**src/rtl/ras_pkg.sv**
```systemverilog
// Shared helpers for the random-access scan array.
// Assumes cell counts of three or more, so the address is at least two bits wide.
package ras_pkg;

    // Address bits needed to name every cell.
    function automatic int unsigned addr_bits(input int unsigned n_cells);
        return (n_cells < 4) ? 2 : $clog2(n_cells);
    endfunction

    // Access mode of the array.
    typedef enum logic {
        MODE_FUNC = 1'b0,
        MODE_SCAN = 1'b1
    } ras_mode_e;

endpackage

```
**src/rtl/ras_addr_shift.sv**
```systemverilog
// Serial address register with a completion pulse.
// Shifts ser_in into the LSB on each enabled edge. After ADDR_W shifts it
// raises ready for one cycle and restarts the count.
// Assumes ADDR_W >= 2 and a synchronous active-low reset.
module ras_addr_shift #(
    parameter int unsigned ADDR_W = 3
) (
    input  logic              clk,
    input  logic              rst_n,
    input  logic              shift_en,
    input  logic              ser_in,
    output logic [ADDR_W-1:0] addr,
    output logic              ready
);
    localparam int unsigned CNT_W = $clog2(ADDR_W + 1);
    localparam logic [CNT_W-1:0] LAST = CNT_W'(ADDR_W - 1);

    logic [CNT_W-1:0] shift_cnt;

    // Shift the address register MSB first.
    always_ff @(posedge clk) begin
        if (!rst_n)
            addr <= '0;
        else if (shift_en)
            addr <= {addr[ADDR_W-2:0], ser_in};
    end

    // Count shifts and pulse ready when a full address has arrived.
    always_ff @(posedge clk) begin
        if (!rst_n) begin
            shift_cnt <= '0;
            ready     <= 1'b0;
        end else if (shift_en && shift_cnt == LAST) begin
            shift_cnt <= '0;
            ready     <= 1'b1;
        end else begin
            if (shift_en)
                shift_cnt <= shift_cnt + 1'b1;
            ready <= 1'b0;
        end
    end

endmodule

```
**src/rtl/ras_sel_decode.sv**
```systemverilog
// Address decoder: one select line per cell.
// Addresses at or above N_CELLS drive no select line.
module ras_sel_decode #(
    parameter int unsigned N_CELLS = 6,
    parameter int unsigned ADDR_W  = 3
) (
    input  logic [ADDR_W-1:0]  addr,
    output logic [N_CELLS-1:0] sel
);
    // One comparator per cell.
    for (genvar i = 0; i < N_CELLS; i++) begin : g_dec
        assign sel[i] = (addr == ADDR_W'(i));
    end

endmodule

```
**src/rtl/ras_state_cell.sv**
```systemverilog
// One state cell of the array.
// Normal mode captures func_d. Scan mode writes scan_bit only when selected.
// hold freezes the cell in both modes.
module ras_state_cell
    import ras_pkg::*;
(
    input  logic      clk,
    input  logic      rst_n,
    input  logic      hold,
    input  ras_mode_e mode,
    input  logic      sel,
    input  logic      scan_bit,
    input  logic      func_d,
    output logic      q
);
    // Next-state choice between functional capture and addressed write.
    always_ff @(posedge clk) begin
        if (!rst_n)
            q <= 1'b0;
        else if (!hold) begin
            if (mode == MODE_FUNC)
                q <= func_d;
            else if (sel)
                q <= scan_bit;
        end
    end

endmodule

```
**src/rtl/ras_scan_mux.sv**
```systemverilog
// Read-out path: AND-OR of the cells with the one-hot select.
// Gives 0 when no select line is active.
module ras_scan_mux #(
    parameter int unsigned N_CELLS = 6
) (
    input  logic [N_CELLS-1:0] cells,
    input  logic [N_CELLS-1:0] sel,
    output logic               bit_out
);
    // Reduce the masked cells to one bit.
    always_comb bit_out = |(cells & sel);

endmodule

```
**src/rtl/ras_cell_array.sv**
```systemverilog
// Random-access scan state array (top level).
// A serial address register and a decoder pick one cell. In scan mode that
// cell is written from scan_in and read on scan_out. In normal mode all cells
// load func_d. The array holds while the address is shifting.
// Assumes a single clock and a synchronous active-low reset.
module ras_cell_array
    import ras_pkg::*;
#(
    parameter int unsigned N_CELLS = 6,
    parameter int unsigned ADDR_W  = ras_pkg::addr_bits(N_CELLS)
) (
    input  logic               clk,
    input  logic               rst_n,
    input  logic               test_mode,
    input  logic               scan_in,
    output logic               scan_out,
    input  logic               addr_shift,
    input  logic               addr_sin,
    output logic               addr_ready,
    input  logic [N_CELLS-1:0] func_d,
    output logic [N_CELLS-1:0] func_q
);
    logic [ADDR_W-1:0]  addr_q;
    logic [N_CELLS-1:0] sel;
    ras_mode_e          mode;

    // Map the test-control pin onto the mode type.
    always_comb mode = test_mode ? MODE_SCAN : MODE_FUNC;

    ras_addr_shift #(.ADDR_W(ADDR_W)) u_addr (
        .clk      (clk),
        .rst_n    (rst_n),
        .shift_en (addr_shift),
        .ser_in   (addr_sin),
        .addr     (addr_q),
        .ready    (addr_ready)
    );

    ras_sel_decode #(.N_CELLS(N_CELLS), .ADDR_W(ADDR_W)) u_dec (
        .addr (addr_q),
        .sel  (sel)
    );

    for (genvar i = 0; i < N_CELLS; i++) begin : g_cell
        ras_state_cell u_cell (
            .clk      (clk),
            .rst_n    (rst_n),
            .hold     (addr_shift),
            .mode     (mode),
            .sel      (sel[i]),
            .scan_bit (scan_in),
            .func_d   (func_d[i]),
            .q        (func_q[i])
        );
    end

    ras_scan_mux #(.N_CELLS(N_CELLS)) u_mux (
        .cells   (func_q),
        .sel     (sel),
        .bit_out (scan_out)
    );

endmodule

```
**config.mk**
```make
export PLATFORM = sky130hd
export DESIGN_NAME = ras_cell_array
export DESIGN_NICKNAME = d
export VERILOG_FILES = /design/src/rtl/ras_pkg.sv /design/src/rtl/ras_addr_shift.sv /design/src/rtl/ras_sel_decode.sv /design/src/rtl/ras_state_cell.sv /design/src/rtl/ras_scan_mux.sv /design/src/rtl/ras_cell_array.sv
export SDC_FILE = /design/constraint.sdc
export NUM_CORES = 1
export LEC_CHECK = 0
export BUFFER_PORTS_ARGS = -buffer_cell sky130_fd_sc_hd__buf_2
export CAP_MARGIN = 10
export CORE_UTILIZATION = 49
export DETAILED_ROUTE_END_ITERATION = 10
export GPL_TIMING_DRIVEN = 1
export PLACE_DENSITY = 0.77
export SYNTH_ARGS = -nofsm -noshare
export SYNTH_HDL_FRONTEND = slang
export SYNTH_SLANG_ARGS = --single-unit
```
**constraint.sdc**
```tcl
create_clock -name clk -period 1.4 [get_ports clk]
set_input_delay 0.07 -clock clk [delete_from_list [all_inputs] [get_ports clk]]
set_output_delay 0.07 -clock clk [all_outputs]
set_load 0.02 [all_outputs]
```
==> impl_metrics.toml <==
[drt]
vias = 577
vias_per_cell = 5.50
ant_nets = 0
drc_errors = 0
firstDrtPassIters = 5
routed_wl_mm = 1.39
drt-initial-drc-count = 11
wl_per_cell_um = 13.2

[sta]
hold_viol_final = 0
min_period_ns = 1.35
tightest_slew_ns = 0.424
tns_ns = 0
fmax_mhz = 739
holdWs_ns = 0.0549
finalWorstSetupSlack_ns = 0.0477
min_period_over_period_pct = 96.6
relSlewSlack_pct = 71.6
skew_ns = 0.00507
setup_viol = 0
drv_slew = 0

[clock_network]
cts.clk_slew.worst_paths_ns = 0.07
h-tree-depth = 1
numCtsBuffers = 3
postCtsHoldBufs = 0
clock-sinks = 12
insertion_delay_ns = 0.28
cts_max_path_buffers = 2
cts_tree = "built"
clock_tree.root_cell = "clkbuf_4"

[floorplanning]
rows = 13
num_io_pins = 20
initial_core_util_pct = 53.0
dieArea_mm2 = 0.00156
die_x_um = 39.5
chipHeight_um = 39.5
core_area_mm2 = 0.00130

[pwr]
peakVddDrop_uv = 429
internal-power_w = 0.000596
power_frac_seq_pct = 46.9
pwr-share-comb_pct = 19.7
clock_power_share_pct = 33.3
powerDensity_mw_per_mm2 = 1030
leakage_nw = 0.342
power.share.switching_pct = 27.3
p_sw_w = 0.000223

[final_layout]
area_growth_pct = 15.8
fill_cells = 112
drive_gt1_share_pct = 37.8
diodes = 0
fin_cells = 105
nets = 104

[global_route]
grt_pass1_vias = 479
grt_max_degree = 15
antenna_found_initial = 0
grt-ovfl-total = 0
grt.total_usage_pct = 20.4
grt_pass1_wl_mm = 2.02

[placement]
gp_congestion = 0.808
dp.cells = 100
dp_hpwl_mm = 1.01
dpl_worst_slack_ns = 0.175
io_buffers = 19

[yosys]
syn_inst = 75
synth-xor-area-share_pct = 0
synthAdderAreaFrac_pct = 1.81
ys_seq_elements = 12
synth_cell_types = 26
ys.warnings.count = 0
synth_fp_nets = 88
yosysTopAreaCell = "dfxtp_1"
syn_area_um2 = 689
synthMuxAreaShare_pct = 10.3
synth_top_family_by_area = "simple AND/OR/NAND/NOR gates"
synthSimpleGateAreaFrac_pct = 24.1
synth_compound_area_share_pct = 17.2
synth_top_area_share_pct = 34.8
avgSynthCellArea_um2 = 9.19
ys_top_cells_by_area = "dfxtp_1, mux2i_1, nor2b_1"
seq_area_frac_synth_pct = 34.8

[min_path]
hp-start = "addr_sin"
hold_depth = 3
hold_end = "u_addr.addr[0]"
worst_hold_path_type = "in2reg"

[critical_path]
r2r_start = "u_addr.addr[2]"
r2r.worst_path.cells = 4
crit_path_end_kind = "primary output"
cp_data_required_time_ns = 1.33
cp-startpoint = "u_addr.addr[1]"
critPathKind = "reg2out"
reg2reg_to = "g_cell[1].u_cell.q"
r2r_slack_ns = 0.07
start_kind = "register"
path_max_fanout = 9
cp.arrival_ns = 1.28

[run]
cap_violations = 0

[status]
status = "complete, no violations"
## power groups by stage
stage                     clock network, W  registers (W)  logic, W
after floorplan                          0       0.000385  0.000131
after global placement                   0       0.000392  0.000149
after detailed placement                 0       0.000393  0.000153
after CTS                         0.000285       0.000384  0.000153
after global routing              0.000300       0.000388  0.000178
final                             0.000273       0.000384  0.000162
## metal layers
layer | part of all wire, % | global-route usage (%)
met3 | 5.8 | 10.2
met4 | 0 | 10.3
met2 | 50 | 32.0
met1 | 44 | 22.1
met5 | 0 | 0
## metrics by stage
step           util (%)  instance area [um2]  total power, W
2_1_floorplan         -                  689        0.000516
3_3_place_gp       56.4                  734        0.000541
3_5_place_dp       56.4                  734        0.000546
4_1_cts            59.6                  776        0.000822
5_1_grt            61.3                  798        0.000866
6_report           61.3                  798        0.000820
## how the worst max path moves through the flow
stage / endpoint / slack [ns] / cells after the start
final: scan_out / 0.05 / 3
after detailed placement: g_cell[0].u_cell.q / 0.17 / 3
after global routing: scan_out / -0.04 / 3
after floorplan: g_cell[1].u_cell.q / 0.16 / 4
after CTS: scan_out / 0.0008 / 4
after global placement: g_cell[1].u_cell.q / 0.20 / 3
## cell usage in the layout, fill, tap and decap left out, types with 3 or more instances in the layout
| cell type | instances |
|---|---|
| buf_2 | 18 |
| buf_4 | 3 |
| a211oi_1 | 6 |
| nor3_1 | 4 |
| mux2i_1 | 6 |
| nor2b_1 | 8 |
| o21ai_0 | 5 |
| clkbuf_4 | 3 |
| dfxtp_1 | 10 |
| nor2_1 | 7 |
## cell families (layout without fill, tap and decap cells)
| logic type | after synthesis | count (layout) |
|---|---|---|
| simple gates | 28 | 28 |
| compound gates | 16 | 16 |
| flops | 12 | 12 |
| buf+inv | 11 | 26 |
| mux | 7 | 7 |
| fa+ha+maj | 1 | 1 |
## synthesized netlist by cell type
master,number
ha_1,1
o221ai_2,1
dfxtp_1,12
o21ai_0,5
and3_1,1
o21a_1,1
nor4b_1,1
and4bb_2,1
nor2_1,7
nand2b_1,2
and2_1,1
mux2i_1,6
nor3_1,4
inv_1,1
buf_4,6
o221ai_1,1
a311oi_1,2
clkbuf_1,1
or4b_4,1
mux2_2,1
or2_2,1
nand2_1,1
buf_6,2
nor2b_1,8
a211oi_1,6
buf_2,1
## sequential cells by signal, indices dropped and copies added, names as in the netlist
signal	cells
g_cell.u_cell.q	6
u_addr.addr	3
u_addr.shift_cnt	2
u_addr.ready	1
## area by class of cell
cell class | count | area, um2 | area share (%)
clock buffers | 4 | 36.3 | 4.55
inverters | 1 | 3.75 | 0.470
multi-input cells | 52 | 382 | 47.8
flip-flops and latches | 12 | 245 | 30.7
well taps | 15 | 18.8 | 2.35
repair buffers | 21 | 113 | 14.1
## critical path, stage by stage (launching register included)
cell	delay, ns
dfxtp_1	0.48
nand2b_1	0.16
o221ai_2	0.20
buf_4	0.17
## timing repair
item / CTS / global route
setup endpoints to repair: 1 / 1
gates cloned: 0 / 0
gates resized for setup: 3 / 4
setup buffers: 0 / 1
No activity file was read; power rests on OpenSTA's default activity.
